--- config.mk ---
export PLATFORM = sky130hd
export DESIGN_NAME = irq_status_ctl
export DESIGN_NICKNAME = d
export VERILOG_FILES = /design/src/rtl/irq_status_ctl.sv
export SDC_FILE = /design/constraint.sdc
export NUM_CORES = 1
export LEC_CHECK = 0
export BUFFER_PORTS_ARGS = -buffer_cell sky130_fd_sc_hd__buf_2
export CAP_MARGIN = 40
export CORE_MARGIN = 3
export CORE_UTILIZATION = 40
export CTS_CLUSTER_SIZE = 16
export DETAILED_ROUTE_END_ITERATION = 12
export PLACE_DENSITY_LB_ADDON = 0.15
export REMOVE_ABC_BUFFERS = 1
export SYNTH_ARGS = -nofsm -noshare
export SYNTH_HDL_FRONTEND = slang
export SYNTH_SLANG_ARGS = --single-unit
--- constraint.sdc ---
create_clock -name clk -period 4.68 [get_ports clk]
set_input_delay 0.936 -clock clk [delete_from_list [all_inputs] [get_ports clk]]
set_output_delay 0.936 -clock clk [all_outputs]
set_load 0.02 [all_outputs]
--- src/rtl/irq_status_ctl.sv ---
module irq_status_ctl #(
  parameter int SD_W = 4
) (
  input  logic            clk,
  input  logic            rst_n,
  input  logic            ev_proc_err,
  input  logic            ev_sync_loss,
  input  logic            ev_flow_viol,
  input  logic            ev_core_irq,
  input  logic [SD_W-1:0] sig_det,
  input  logic            busy,
  input  logic            irq_en_cmd,
  input  logic            host_wr,
  input  logic [1:0]      host_addr,
  input  logic [15:0]     host_wdata,
  output logic [15:0]     host_rdata,
  output logic            rd_par,
  output logic            irq_n
);
  localparam int NEV = 5;
  localparam int LSB = 10;

  logic [NEV-1:0]  sticky, mask;
  logic            irq_en;
  logic [SD_W-1:0] sd_q;

  wire           sd_chg   = |(sig_det ^ sd_q);
  wire [NEV-1:0] ev       = {ev_core_irq, ev_flow_viol, sd_chg, ev_sync_loss, ev_proc_err};
  wire           wr_stat  = host_wr && host_addr == 2'd0;
  wire           wr_mask  = host_wr && host_addr == 2'd1;
  wire [NEV-1:0] clr      = wr_stat ? host_wdata[LSB+NEV-1:LSB] : '0;

  always_ff @(posedge clk or negedge rst_n) begin
    if (!rst_n) begin
      sticky <= '0;
      mask   <= '0;
      irq_en <= 1'b0;
      sd_q   <= '0;
    end else begin
      sticky <= (sticky & ~clr) | ev;
      if (wr_mask) mask <= host_wdata[LSB+NEV-1:LSB];
      irq_en <= irq_en | irq_en_cmd;
      sd_q   <= sig_det;
    end
  end

  wire [15:0] status_view = busy ? 16'h8000 : {1'b0, sticky, {LSB{1'b0}}};

  always_comb begin
    case (host_addr)
      2'd0:    host_rdata = status_view;
      2'd1:    host_rdata = {1'b0, mask, {LSB{1'b0}}};
      2'd2:    host_rdata = {15'b0, irq_en};
      default: host_rdata = 16'h0000;
    endcase
  end

  assign rd_par = ~^host_rdata;
  assign irq_n  = ~(irq_en & ~busy & |(sticky & ~mask));
endmodule

* Yosys cells after proc, flatten, opt, wreduce, memory -nomap -nowiden
Index checks and enable logic that the tools add are counted.
** Operators by class
- Reductions and logical operators :: 6
- Mux-type cells :: 3
- Bitwise gates (word level) :: 11
- Eq/ne operators :: 2
** Operator list (number)
- $pmux W16 S3 :: 1
- $mux W16 :: 1
- $reduce_xnor A16 Y1 :: 1
- $and A5 B5 Y5 :: 2
- $not A5 Y5 :: 2
- $mux W5 :: 1
- $or A5 B5 Y5 :: 1
- $reduce_or A5 Y1 :: 1
- $reduce_or A4 Y1 :: 1
- $xor A4 B4 Y4 :: 1
- $and A1 B1 Y1 :: 2
- $eq A2 B1 Y1 const B :: 1
- $eq A2 B2 Y1 const B :: 1
- $logic_and A1 B1 Y1 :: 2
- $logic_not A2 Y1 :: 1
- $not A1 Y1 :: 2
- $or A1 B1 Y1 :: 1
** Word-level totals
- Logic and storage cells :: 26
- Bits in registers :: 15
- Output and inout bits :: 18

* Longest topological paths before layout
Gate-level depths: netlist of the first run.
- Depth after elaboration :: 6
- Mapped depth :: 5
- Gate-level depth less buffers :: 4

* Least setup slack after synthesis of the first run
Ideal clock, no wire load.
- Path kind :: input-to-output
- Start point :: input busy
- End point :: output rd_par
- Data required time :: 3.744 ns
- Stages on the path :: 4
- Arrival time :: 2.401 ns
- Path buffers :: 0
- Path slack :: 1.343 ns
- Path through :: or3b_1 -> a21oi_2 -> xnor3_1 -> xnor2_1
** On the way
- Word-level cells in the longest chain between the ends :: 3
** RTL lines
- start: declaration :: RTL line 11 : input logic busy,
- $mux W16 :: RTL line 47 : wire [15:0] status_view = busy ? 16'h8000 : {1'b0, sticky, {LSB{1'b0}}};
- $pmux W16 S3 :: RTL line 50 : case (host_addr)
- named net host_rdata[13] :: RTL line 16 : output logic [15:0] host_rdata,
- $reduce_xnor A16 Y1 :: RTL line 58 : assign rd_par = ~^host_rdata;
- end: declaration :: RTL line 17 : output logic rd_par,
The timed path passes the listed nets, and every way through them passes these cells.

* Worst setup path in the final report of the first run
- Start point :: input host_addr[0]
- End point :: output rd_par
** On the way
- Word-level cells in the longest chain between the ends :: 3
** RTL lines
- start: declaration :: RTL line 14 : input logic [1:0] host_addr,
- $eq A2 B2 Y1, or another cell as far along :: RTL line 50
- $pmux W16 S3 * :: RTL line 50
- $reduce_xnor A16 Y1 * :: RTL line 58
Every way passes the cells marked *; elsewhere a longest branch is shown, timed or not.

==> impl_table.tex, run 1 <==
\begin{tabular}{lr}
\hline
Metric & Value \\
\hline
\multicolumn{2}{l}{\textbf{Place}} \\
Final estimated routing congestion in global placement & 0.771 \\
Count of input and output buffers & 28 \\
\multicolumn{2}{l}{\textbf{CTS}} \\
Clk slew on worst S/H paths & 0.08 ns \\
Number of buffers on the longest clock path & 2 \\
Quantity of gates resized following cts & 0 \\
Post-CTS Setup Inserts & 0 \\
Clk sinks & 15 \\
CTS tree & done \\
CTS H-tree depth & 1 \\
Number of buffers added by the clock tree synthesis step & 3 \\
Worst-Skew Late Latency & 0.28 ns \\
Number of hold buffers added after CTS & 0 \\
Master cell of the clock root buffer & clkbuf\_4 \\
\multicolumn{2}{l}{\textbf{Worst setup path}} \\
Crit-path cells & buf\_2 -> or3b\_1 -> a2111oi\_0 -> nor3b\_1 -> xnor2\_1 -> buf\_2 \\
Data required time of the worst path & 3.74 ns \\
Worst Setup SP & host\_addr[0] \\
Crit. End Element & output pin \\
Cells on worst reg2reg path & 3 \\
Most Frequent Cell on Critical Path & buf\_2 \\
Last element of the critical path & rd\_par \\
Peak fanout along the critical path & 14 \\
Endpoint arrival time on the critical path & 2.39 ns \\
Category of the critical setup timing path & in -> out \\
Worst Setup Start Kind & input port \\
Cell at the slowest stage of the critical path & a2111oi\_0 \\
R2R setup slack & 3.67 ns \\
Startpoint of the lowest-slack register-to-register path & sd\_q[3]\$\_DFF\_PN0\_ \\
Maximum cell stage delay along the critical path & 0.44 ns \\
Worst reg2reg path endpoint & sticky[2]\$\_DFF\_PN0\_ \\
\multicolumn{2}{l}{\textbf{Yosys}} \\
Post-synthesis sequential area ratio & 0.434 \\
Number of warnings issued by yosys & 0 \\
Mapped Avg Cell Area & 10.3 sq um \\
Post-synthesis simple-gate area fraction & 0.185 \\
Share of synthesized cell area in full adder, half adder and majority cells & 0 \\
Fraction of post-synthesis cell area in the top cell type by area & 0.434 \\
Number of synthesized register bits & 15 \\
Library cell with the largest summed area after synthesis & dfrtp\_1 \\
Compound-gate portion of the synthesized area & 0.122 \\
XOR/XNOR share of the synthesized area & 0.0767 \\
Count of mapped cells out of synthesis & 84 \\
Area contributors post-synth & dfrtp\_1, buf\_4, nand2\_1, xor2\_1, mux2\_2 \\
Combinational family with the most area after synthesis & simple AND/OR/NAND/NOR gates \\
Mapped cell area & 865 sq um \\
Mux share of post-synthesis cell area & 0.0651 \\
Count of unique library cells instantiated by Yosys & 33 \\
\multicolumn{2}{l}{\textbf{Timing}} \\
Achievable clock frequency & 300 MHz \\
Clock skew after layout & 0.00591 ns \\
Max-slew violation count & 0 \\
Measured slew at the worst slew-check pin & 0.644 ns \\
Worst slew margin & 0.570 \\
Worst hold slack after final layout & 0.512 ns \\
Post-layout minimum cycle time & 3.33 ns \\
Unrepaired setup endpoints after global routing & false \\
Final hold viol count & 0 \\
Total of endpoints with negative setup slack in the final report & 0 \\
Part of the cycle the worst path needs & 0.712 \\
Total negative slack for setup checks & 0 ns \\
\multicolumn{2}{l}{\textbf{GRT}} \\
Vias in the first global route & 634 \\
Remaining global-route overflow & 0 \\
Pin count of the biggest net entering global routing & 16 \\
Wire length of the first global-routing pass & 2600 microns \\
Initial antenna violation count & 0 \\
Gr usage total & 0.128 \\
\multicolumn{2}{l}{\textbf{Power}} \\
Cell-internal power & 0.000210 W \\
LEAKAGE & 0.484 nW \\
P per Cell Area & 300 nW/um\^{}2 \\
Max IR drop VDD & 176 uV \\
Switching part of the total & 0.309 \\
Switching power & 0.0000941 W \\
Clock Power Share & 0.242 \\
Combinational cell fraction of total power & 0.270 \\
Part of the total power dissipated in sequential elements & 0.488 \\
\multicolumn{2}{l}{\textbf{Routing}} \\
Via Count & 670 \\
Number of nets still failing antenna checks after routing & 0 \\
Detailed-router iteration count before antenna repair & 4 \\
Routed len/inst & 11.0 microns \\
Total Routed Length & 1550 microns \\
Number of DRC markers in iteration 0 & 14 \\
DRC violations left & 0 \\
Vias per std cell & 4.79 \\
\multicolumn{2}{l}{\textbf{Final layout}} \\
Most common cell after layout, fill and taps aside & buf\_2 \\
Number of nets in the finished design & 145 \\
Fillcell total & 207 \\
Share of layout cells above drive strength 1 & 0.345 \\
FF+latch area & 375 sq um \\
Commonest cells after routing, fill and taps aside & buf\_2, dfrtp\_1, nand2\_1 \\
Total area of multi-input combinational cells & 422 sq um \\
Antenna fix cells & 0 \\
Area added between synthesis and finish & 17.1\% \\
Utilization after layout & 0.506 \\
\multicolumn{2}{l}{\textbf{Worst hold path}} \\
HP Class & reg -> reg \\
\multicolumn{2}{l}{\textbf{Run}} \\
Maxcap violations & 0 \\
\multicolumn{2}{l}{\textbf{Floorplanning}} \\
Die outline area & 2760 sq um \\
Die Span Y & 52.5 microns \\
Boundary Pins & 49 \\
Die X-Extent & 52.5 microns \\
Starting density of the core & 0.432 \\
Standard-cell row count & 16 \\
Area of the core & 2000 sq um \\
\multicolumn{2}{l}{\textbf{Outcome}} \\
Outcome & finished, final reports clean \\
\hline
\end{tabular}
[final cells by class]
cell class                      count  area share
Inverter                            4      0.0148
Multi-Input combinational cell     62       0.417
Sequential cell                    15       0.371
Tap cell                           27      0.0334
Timing Repair Buffer               28       0.138
Clock buffer                        4      0.0260
[flip-flops by register name (all words and copies together), names as in the netlist]
register and cells:
sticky 5, irq_en 1, mask 5, sd_q 4
[stage by stage]
stage	instance area [sq um]	std cells	setup WS (ns)	total power, W
floorplan	812	81	1.34	0.000205
global placement	986	136	1.37	0.000233
detailed placement	986	136	1.35	0.000234
CTS	1010	140	1.35	0.000308
global route	1010	140	1.25	0.000323
finish	1010	140	1.35	0.000304
[power by group through the flow]
stage / Clock, W / Sequential [W] / Combinational, W
floorplan: 0 / 0.000149 / 0.0000563
CTS: 0.0000758 / 0.000149 / 0.0000832
detailed placement: 0 / 0.000151 / 0.0000830
global route: 0.0000816 / 0.000151 / 0.0000911
finish: 0.0000735 / 0.000148 / 0.0000823
global placement: 0 / 0.000151 / 0.0000822
[cell families after synthesis]
kind of cell	Yosys count
compound gates	13
flops	15
simple gates	29
buf+inv	15
other cells	1
mux	5
xor+xnor	6
[synth_stat cells]
| master | count |
|---|---|
| dfrtp_1 | 15 |
| buf_4 | 11 |
| nand2_1 | 11 |
| a21o_1 | 4 |
| xor2_1 | 4 |
| inv_1 | 3 |
| mux2_2 | 3 |
| nor2_1 | 3 |
| nor3b_1 | 3 |
| mux2_1 | 2 |
| nand2b_1 | 2 |
| or3b_1 | 2 |
| a2111oi_0 | 1 |
| a211oi_1 | 1 |
| a21oi_1 | 1 |
| a21oi_2 | 1 |
| a222oi_1 | 1 |
| a22oi_1 | 1 |
| a32o_2 | 1 |
| and2_1 | 1 |
| conb_1 | 1 |
| inv_2 | 1 |
| nand3_1 | 1 |
| nand3b_1 | 1 |
| nor2b_1 | 1 |
| nor3_1 | 1 |
| nor3b_2 | 1 |
| nor4_1 | 1 |
| o2111ai_1 | 1 |
| o21a_1 | 1 |
| or2_2 | 1 |
| xnor2_1 | 1 |
| xnor3_1 | 1 |
[worst max-delay path: cells and delay by family]
kind,cells,cell delay [ns]
simple gates,2,0.51
buf+inv,2,0.35
compound gates,1,0.44
xor+xnor,1,0.16
[how the worst min path moves through the flow]
stage / from / end / slack (ns) / cells past startpoint
CTS: irq_en$_DFF_PN0_ / irq_en$_DFF_PN0_ / 0.51 / 1
global route: irq_en$_DFF_PN0_ / irq_en$_DFF_PN0_ / 0.54 / 1
finish: sticky[2]$_DFF_PN0_ / sticky[2]$_DFF_PN0_ / 0.51 / 2
detailed placement: irq_en$_DFF_PN0_ / irq_en$_DFF_PN0_ / 0.49 / 1
floorplan: sticky[1]$_DFF_PN0_ / sticky[1]$_DFF_PN0_ / 0.46 / 1
global placement: irq_en$_DFF_PN0_ / irq_en$_DFF_PN0_ / 0.49 / 1
[routing by layer]
layer	wire length (microns)	global-route usage	vias to the layer above
met5	0	0	-
met4	21	0.0596	0
met3	183	0.0285	2
met2	643	0.207	37
met1	698	0.159	301
li1	-	-	330
(Power assumes the default switching activity.)
==> run 2: changes to the inputs <==
ABC_AREA = 1   (was default)
clock period = 3.41 ns   (was 4.68 ns; I/O delays follow)
==> run 2 against run 1 <==
Effect of this change:
- clock-buffer cell count unchanged
- worst hold slack got worse by 0.23 ns
- non-clock buffer count did not move
- utilization rose by 1.6 points
- register-to-register slack worse by 1.1 ns
- sequential power grew 36%
- setup slack worse by 0.40 ns
- combinational power up 31%
- cell area up 6.3%
- clock power rose by 35%
- synthesized area rose by 5.6%
- critical path type unchanged
==> impl_table.tex, run 2 <==
\begin{tabular}{lr}
\hline
Metric & Value \\
\hline
\multicolumn{2}{l}{\textbf{Outcome}} \\
Outcome & finished, final reports clean (unchanged) \\
\multicolumn{2}{l}{\textbf{Timing}} \\
Unrepaired setup endpoints after global routing & false (unchanged) \\
Max-slew violation count & 0 (unchanged) \\
Total negative slack for setup checks & 0 ns (unchanged) \\
Post-layout minimum cycle time & 2.46 ns \\
Clock skew after layout & 0.00227 ns (was 0.00591 ns) \\
Achievable clock frequency & 406 MHz \\
Part of the cycle the worst path needs & 0.723 \\
Final hold viol count & 0 (unchanged) \\
Total of endpoints with negative setup slack in the final report & 0 (unchanged) \\
\multicolumn{2}{l}{\textbf{Yosys}} \\
Post-synthesis sequential area ratio & 0.411 (was 0.434) \\
Area contributors post-synth & dfrtp\_1, nand2\_1, nor2\_1, buf\_4, inv\_1 (was dfrtp\_1, buf\_4, nand2\_1, xor2\_1, mux2\_2) \\
Post-synth EDFFs & 0 (unchanged) \\
Mapped cell area & 913 sq um (was 865 sq um) \\
Most numerous cell in the Yosys netlist & nand2\_1 (was dfrtp\_1) \\
Count of mapped cells out of synthesis & 129 (was 84) \\
Library cell with the largest summed area after synthesis & dfrtp\_1 (unchanged) \\
Number of synthesized register bits & 15 (unchanged) \\
Number of warnings issued by yosys & 0 (unchanged) \\
Proportion of register bits with asynchronous set or reset after synthesis & 1.00 (unchanged) \\
Most common flop cell mapped by yosys & dfrtp\_1 (unchanged) \\
Count of unique library cells instantiated by Yosys & 19 (was 33) \\
Commonest cells in the synthesized netlist & nand2\_1, nor2\_1, inv\_1 (was dfrtp\_1, buf\_4, nand2\_1) \\
Mapped Avg Cell Area & 7.08 sq um (was 10.3 sq um) \\
Fraction of post-synthesis cell area in the top cell type by area & 0.411 (was 0.434) \\
\multicolumn{2}{l}{\textbf{Routing}} \\
Vias per std cell & 4.46 (was 4.79) \\
Total Routed Length & 1810 microns (was 1550 microns) \\
Number of DRC markers in iteration 0 & 8 (was 14) \\
Via Count & 834 (was 670) \\
Number of nets still failing antenna checks after routing & 0 (unchanged) \\
Routed len/inst & 9.66 microns (was 11.0 microns) \\
DRC violations left & 0 (unchanged) \\
Detailed-router iteration count before antenna repair & 4 (unchanged) \\
\multicolumn{2}{l}{\textbf{Worst setup path}} \\
Category of the critical setup timing path & in -> out (unchanged) \\
Worst Setup Start Kind & input port (unchanged) \\
Peak fanout along the critical path & 5 (was 14) \\
Crit. End Element & output pin (unchanged) \\
Endpoint arrival time on the critical path & 1.78 ns (was 2.39 ns) \\
Data required time of the worst path & 2.73 ns (was 3.74 ns) \\
\multicolumn{2}{l}{\textbf{CTS}} \\
CTS H-tree depth & 1 (unchanged) \\
Worst-Skew Late Latency & 0.28 ns (about the same) \\
Number of buffers added by the clock tree synthesis step & 3 (unchanged) \\
Master cell of the clock root buffer & clkbuf\_4 (unchanged) \\
Post-CTS Setup Inserts & 0 (unchanged) \\
Clk sinks & 15 (unchanged) \\
CTS tree & done (unchanged) \\
Number of buffers on the longest clock path & 2 (unchanged) \\
Quantity of gates resized following cts & 0 (unchanged) \\
Number of hold buffers added after CTS & 0 (unchanged) \\
Clk slew on worst S/H paths & 0.08 ns (about the same) \\
\multicolumn{2}{l}{\textbf{Power}} \\
P per Cell Area & 380 nW/um\^{}2 (was 300 nW/um\^{}2) \\
LEAKAGE & 0.622 nW (was 0.484 nW) \\
Post-layout power & 0.000408 W (was 0.000304 W) \\
Max IR drop VDD & 268 uV (was 176 uV) \\
\multicolumn{2}{l}{\textbf{Final layout}} \\
Post-Layout Cell Count & 187 (was 140) \\
Leading registers by flop count & mask (5), sticky (5), sd\_q (4) (unchanged) \\
Total area of multi-input combinational cells & 437 sq um (was 422 sq um) \\
FF+latch area & 375 sq um (unchanged) \\
Area added between synthesis and finish & 17.8\% (was 17.1\%) \\
Most common cell after layout, fill and taps aside & nand2\_1 (was buf\_2) \\
Fillcell total & 212 (was 207) \\
Commonest cells after routing, fill and taps aside & nand2\_1, buf\_2, nor2\_1 (was buf\_2, dfrtp\_1, nand2\_1) \\
Antenna fix cells & 0 (unchanged) \\
Utilization after layout & 0.522 (was 0.506) \\
Number of nets in the finished design & 192 (was 145) \\
Share of layout cells above drive strength 1 & 0.225 (was 0.345) \\
\multicolumn{2}{l}{\textbf{Floorplanning}} \\
Area of the core & 2060 sq um (was 2000 sq um) \\
Die outline area & 2890 sq um (was 2760 sq um) \\
Boundary Pins & 49 (unchanged) \\
Starting density of the core & 0.443 (was 0.432) \\
Standard-cell row count & 16 (unchanged) \\
Die X-Extent & 53.8 microns (was 52.5 microns) \\
Die Span Y & 53.8 microns (was 52.5 microns) \\
\multicolumn{2}{l}{\textbf{Place}} \\
Post-detailed-placement half-perimeter wirelength & 1490 microns \\
Final estimated routing congestion in global placement & 0.773 (was 0.771) \\
Count of input and output buffers & 28 (unchanged) \\
DP Cell Count & 183 (was 136) \\
\multicolumn{2}{l}{\textbf{GRT}} \\
Remaining global-route overflow & 0 (unchanged) \\
Vias in the first global route & 706 (was 634) \\
Gr usage total & 0.139 (was 0.128) \\
Initial antenna violation count & 0 (unchanged) \\
Pin count of the biggest net entering global routing & 16 (unchanged) \\
Wire length of the first global-routing pass & 2870 microns (was 2600 microns) \\
\multicolumn{2}{l}{\textbf{Worst hold path}} \\
HP Class & in -> async (was reg -> reg) \\
\multicolumn{2}{l}{\textbf{Run}} \\
Maxcap violations & 0 (unchanged) \\
\hline
\end{tabular}
==> run 2: changes by cell type in the layout (fill, tap and decap cells not counted), sizes merged, moves of 4 or more <==
cell,change
a21o,-4
inv,+13
mux2,-5
nand2,+28
nand3,+4
nor2,+19
nor3b,-4
o21ai,+10
==> run 2: layout make-up <==
type                       instances  share of cell area
inverter                          17              0.0593
timing repair buffer              28               0.130
clock buffer                       4              0.0244
tap                               27              0.0314
multi-input combinational         96               0.406
sequential                        15               0.349
==> run 2: path summary, 6_finish.rpt <==
check / end / slack, ns / cells after the start / startpoint
max: rd_par / 0.95 / 10 / host_addr[0]
min: sticky[0]$_DFF_PN0_ / 0.28 / 1 / rst_n
max reg2reg: sticky[2]$_DFF_PN0_ / 2.58 / 3 / sd_q[0]$_DFF_PN0_
min reg2reg: sticky[2]$_DFF_PN0_ / 0.52 / 2 / sd_q[2]$_DFF_PN0_
max in group asynchronous: sticky[3]$_DFF_PN0_ / 2.89 / 1 / rst_n
min in group clk: sticky[2]$_DFF_PN0_ / 0.52 / 2 / sd_q[2]$_DFF_PN0_
==> run 2: logic make-up after synthesis <==
kind of cell | Yosys count | share of synthesized area
compound gates | 15 | 0.0973
buf+inv | 26 | 0.144
simple gates | 68 | 0.305
other cells | 1 | 0.00411
flops | 15 | 0.411
xor+xnor | 4 | 0.0384
==> run 2: stage by stage <==
stage / setup WS, ns / hold WS (ns) / area (sq um)
6_report: 0.946 / 0.281 / 1080
5_1_grt: 0.864 / 0.298 / 1080
4_1_cts: 0.948 / 0.289 / 1080
3_5_place_dp: 0.948 / 0.502 / 1050
3_3_place_gp: 0.961 / 0.492 / 1050
2_1_floorplan: 1.08 / 0.386 / 876
==> run 2: metal layers <==
| layer | routed length (microns) | global-route usage |
|---|---|---|
| met1 | 791 | 0.167 |
| met2 | 836 | 0.232 |
| met3 | 144 | 0.0166 |
| met4 | 34 | 0.0894 |
| met5 | 0 | 0 |
==> run 2: critical path, stage by stage <==
cell	delay, ns
buf_2	0.12
nor2_1	0.30
nand3_1	0.14
nand2_2	0.10
nand2_1	0.05
nand3_1	0.09
nand2_1	0.06
nand2_1	0.05
nand2_1	0.04
buf_2	0.15
==> run 2: power by group <==
group | switching, W | internal [W]
Combinational | 0.0000702 | 0.0000380
Sequential | 0.00000959 | 0.000191
Clock | 0.0000540 | 0.0000454
==> run 3: changes to the inputs <==
ABC_AREA = 0   (was 1)
CORE_UTILIZATION = 38   (was 40)
clock period = 2.25 ns   (was 3.41 ns; I/O delays follow)
==> run 3 against run 2 <==
Effect of this change:
- via count down 12%
- routed wire length down 1.9%
- critical path type unchanged
- global-route usage up 0.45 points
- register-to-register slack worse by 1.4 ns
- clock skew down 0.00075 ns
- first-iteration DRC count up 50%
==> impl_table.tex, run 3 (same netlist as run 1, synthesis figures left out) <==
\begin{tabular}{lr}
\hline
Metric & Value \\
\hline
\multicolumn{2}{l}{\textbf{Outcome}} \\
Outcome & finished, final reports clean (unchanged) \\
\multicolumn{2}{l}{\textbf{CTS}} \\
Clk sinks & 15 (unchanged) \\
Number of hold buffers added after CTS & 0 (unchanged) \\
CTS tree & done (unchanged) \\
Clk slew on worst S/H paths & 0.08 ns (about the same) \\
Number of buffers on the longest clock path & 2 (unchanged) \\
Number of buffers added by the clock tree synthesis step & 3 (unchanged) \\
Worst-Skew Late Latency & 0.28 ns (about the same) \\
CTS H-tree depth & 1 (unchanged) \\
Master cell of the clock root buffer & clkbuf\_4 (unchanged) \\
\multicolumn{2}{l}{\textbf{Worst hold path}} \\
HP Class & in -> async (unchanged) \\
\multicolumn{2}{l}{\textbf{Floorplanning}} \\
Boundary Pins & 49 (unchanged) \\
Area of the core & 2060 sq um (unchanged) \\
Die X-Extent & 53.7 microns (was 53.8 microns) \\
Die outline area & 2880 sq um (was 2890 sq um) \\
Standard-cell row count & 16 (unchanged) \\
Die Span Y & 53.7 microns (was 53.8 microns) \\
Starting density of the core & 0.419 (was 0.443) \\
\multicolumn{2}{l}{\textbf{Timing}} \\
Total of endpoints with negative setup slack in the final report & 0 (unchanged) \\
Max-slew violation count & 0 (unchanged) \\
Total negative slack for setup checks & 0 ns (unchanged) \\
Worst Setup Slack, final & 0.00634 ns (was 0.946 ns) \\
Achievable clock frequency & 446 MHz \\
Clock skew after layout & 0.00152 ns (was 0.00227 ns) \\
Unrepaired setup endpoints after global routing & true (was false) \\
Post-layout minimum cycle time & 2.24 ns \\
Final hold viol count & 0 (unchanged) \\
Part of the cycle the worst path needs & 0.997 \\
\multicolumn{2}{l}{\textbf{Routing}} \\
Via Count & 730 (was 834) \\
Routed len/inst & 11.6 microns (was 9.66 microns) \\
Number of DRC markers in iteration 0 & 12 (was 8) \\
DRC violations left & 0 (unchanged) \\
Detailed-router iteration count before antenna repair & 4 (unchanged) \\
Vias per std cell & 4.77 (was 4.46) \\
Total Routed Length & 1770 microns (was 1810 microns) \\
Number of nets still failing antenna checks after routing & 0 (unchanged) \\
\multicolumn{2}{l}{\textbf{Worst setup path}} \\
Data required time of the worst path & 1.80 ns (was 2.73 ns) \\
Crit. End Element & output pin (unchanged) \\
Endpoint arrival time on the critical path & 1.79 ns (was 1.78 ns) \\
Category of the critical setup timing path & in -> out (unchanged) \\
Buf/Inv on CP & 3 (was 2) \\
Crit-path cells & buf\_2 -> buf\_4 -> nor2b\_2 -> a32o\_2 -> xnor3\_1 -> xnor2\_1 -> buf\_4 (was buf\_2 -> nor2\_1 -> nand3\_1 -> nand2\_2 -> nand2\_1 -> nand3\_1 -> nand2\_1 -> nand2\_1 -> nand2\_1 -> buf\_2) \\
Largest delay contributor family on the critical path & XOR/XNOR gates (was simple AND/OR/NAND/NOR gates) \\
Cell at the slowest stage of the critical path & xnor3\_1 (was nor2\_1) \\
Peak fanout along the critical path & 5 (unchanged) \\
Most Frequent Cell on Critical Path & buf\_4 (was nand2\_1) \\
Maximum cell stage delay along the critical path & 0.37 ns (was 0.30 ns) \\
Worst Setup Start Kind & input port (unchanged) \\
\multicolumn{2}{l}{\textbf{Place}} \\
Count of input and output buffers & 28 (unchanged) \\
Final estimated routing congestion in global placement & 0.812 (was 0.773) \\
Post-detailed-placement half-perimeter wirelength & 1400 microns (was 1490 microns) \\
Pre-CTS setup slack & -0.0612 ns (was 0.948 ns) \\
DP Cell Count & 144 (was 183) \\
Cell Area, Placed & 1050 sq um (about the same) \\
\multicolumn{2}{l}{\textbf{Power}} \\
Cell-internal power & 0.000462 W (was 0.000275 W) \\
Clock Power Share & 0.226 (was 0.243) \\
Part of the total power dissipated in sequential elements & 0.460 (was 0.492) \\
Switching part of the total & 0.308 (was 0.328) \\
Switching power & 0.000205 W (was 0.000134 W) \\
P per Cell Area & 583 nW/um\^{}2 (was 380 nW/um\^{}2) \\
Max IR drop VDD & 432 uV (was 268 uV) \\
LEAKAGE & 0.557 nW (was 0.622 nW) \\
Combinational cell fraction of total power & 0.314 (was 0.265) \\
\multicolumn{2}{l}{\textbf{Final layout}} \\
Most common cell after layout, fill and taps aside & buf\_2 (was nand2\_1) \\
Leading registers by flop count & mask (5), sticky (5), sd\_q (4) (unchanged) \\
Antenna fix cells & 0 (unchanged) \\
Share of layout cells above drive strength 1 & 0.452 (was 0.225) \\
Area of all placed cells without fillers & 1150 sq um (was 1080 sq um) \\
Post-Layout Cell Count & 153 (was 187) \\
Number of nets in the finished design & 158 (was 192) \\
Area added between synthesis and finish & 32.6\% (was 17.8\%) \\
Commonest cells after routing, fill and taps aside & buf\_2, dfrtp\_1, buf\_4 (was nand2\_1, buf\_2, nor2\_1) \\
\multicolumn{2}{l}{\textbf{GRT}} \\
Pin count of the biggest net entering global routing & 16 (unchanged) \\
Gr usage total & 0.143 (was 0.139) \\
Wire length of the first global-routing pass & 2960 microns (was 2870 microns) \\
Initial antenna violation count & 0 (unchanged) \\
Vias in the first global route & 689 (was 706) \\
Remaining global-route overflow & 0 (unchanged) \\
\multicolumn{2}{l}{\textbf{Run}} \\
Maxcap violations & 0 (unchanged) \\
\hline
\end{tabular}
-- run 3: repair_timing --
action	CTS	global route
setup endpoints to repair	1	1
setup buffers	5	0
cloned	0	0
resized for setup	7	1
pin swaps	3	0
-- run 3: area by class of cell --
class	instances	area, sq um
timing repair buffer	41	240
sequential	15	375
multi-input combinational	62	455
clock buffer	4	26.3
fill	190	916
inverter	4	15.0
tap	27	33.8
-- run 3: routing by layer --
metal / vias to the layer above / GRT usage / part of all wire
met1: 337 / 0.182 / 0.44
met5: - / 0 / 0
li1: 360 / - / -
met3: 4 / 0.0194 / 0.078
met2: 29 / 0.234 / 0.46
met4: 0 / 0.0766 / 0.017
-- run 3: per-stage QoR --
| step | power [W] | hold slack, ns | utilization |
|---|---|---|---|
| 2_1_floorplan | 0.000426 | 0.154 | - |
| 3_3_place_gp | 0.000498 | 0.366 | 0.507 |
| 3_5_place_dp | 0.000500 | 0.372 | 0.507 |
| 4_1_cts | 0.000679 | 0.0589 | 0.555 |
| 5_1_grt | 0.000712 | 0.0671 | 0.556 |
| 6_report | 0.000668 | 0.0570 | 0.556 |
-- run 3: final timing paths --
| path | startpoint | end | slack [ns] | depth (start not counted) |
|---|---|---|---|---|
| min in group clk | sig_det[0] | sd_q[0]$_DFF_PN0_ | 0.29 | 1 |
| worst max register to register | sd_q[3]$_DFF_PN0_ | sticky[2]$_DFF_PN0_ | 1.23 | 3 |
| worst max-delay path | host_addr[0] | rd_par | 0.006 | 7 |
| max in group asynchronous | rst_n | sticky[0]$_DFF_PN0_ | 1.94 | 1 |
| worst min register to register | irq_en$_DFF_PN0_ | irq_en$_DFF_PN0_ | 0.52 | 1 |
| worst min-delay path | rst_n | irq_en$_DFF_PN0_ | 0.06 | 1 |
-- run 3: power by group through the flow --
stage                     clock (W)  sequential (W)  combinational (W)
final                      0.000151        0.000307           0.000210
after global routing       0.000172        0.000311           0.000230
after floorplan                   0        0.000309           0.000117
after CTS                  0.000160        0.000308           0.000211
after global placement            0        0.000313           0.000184
after detailed placement          0        0.000313           0.000187
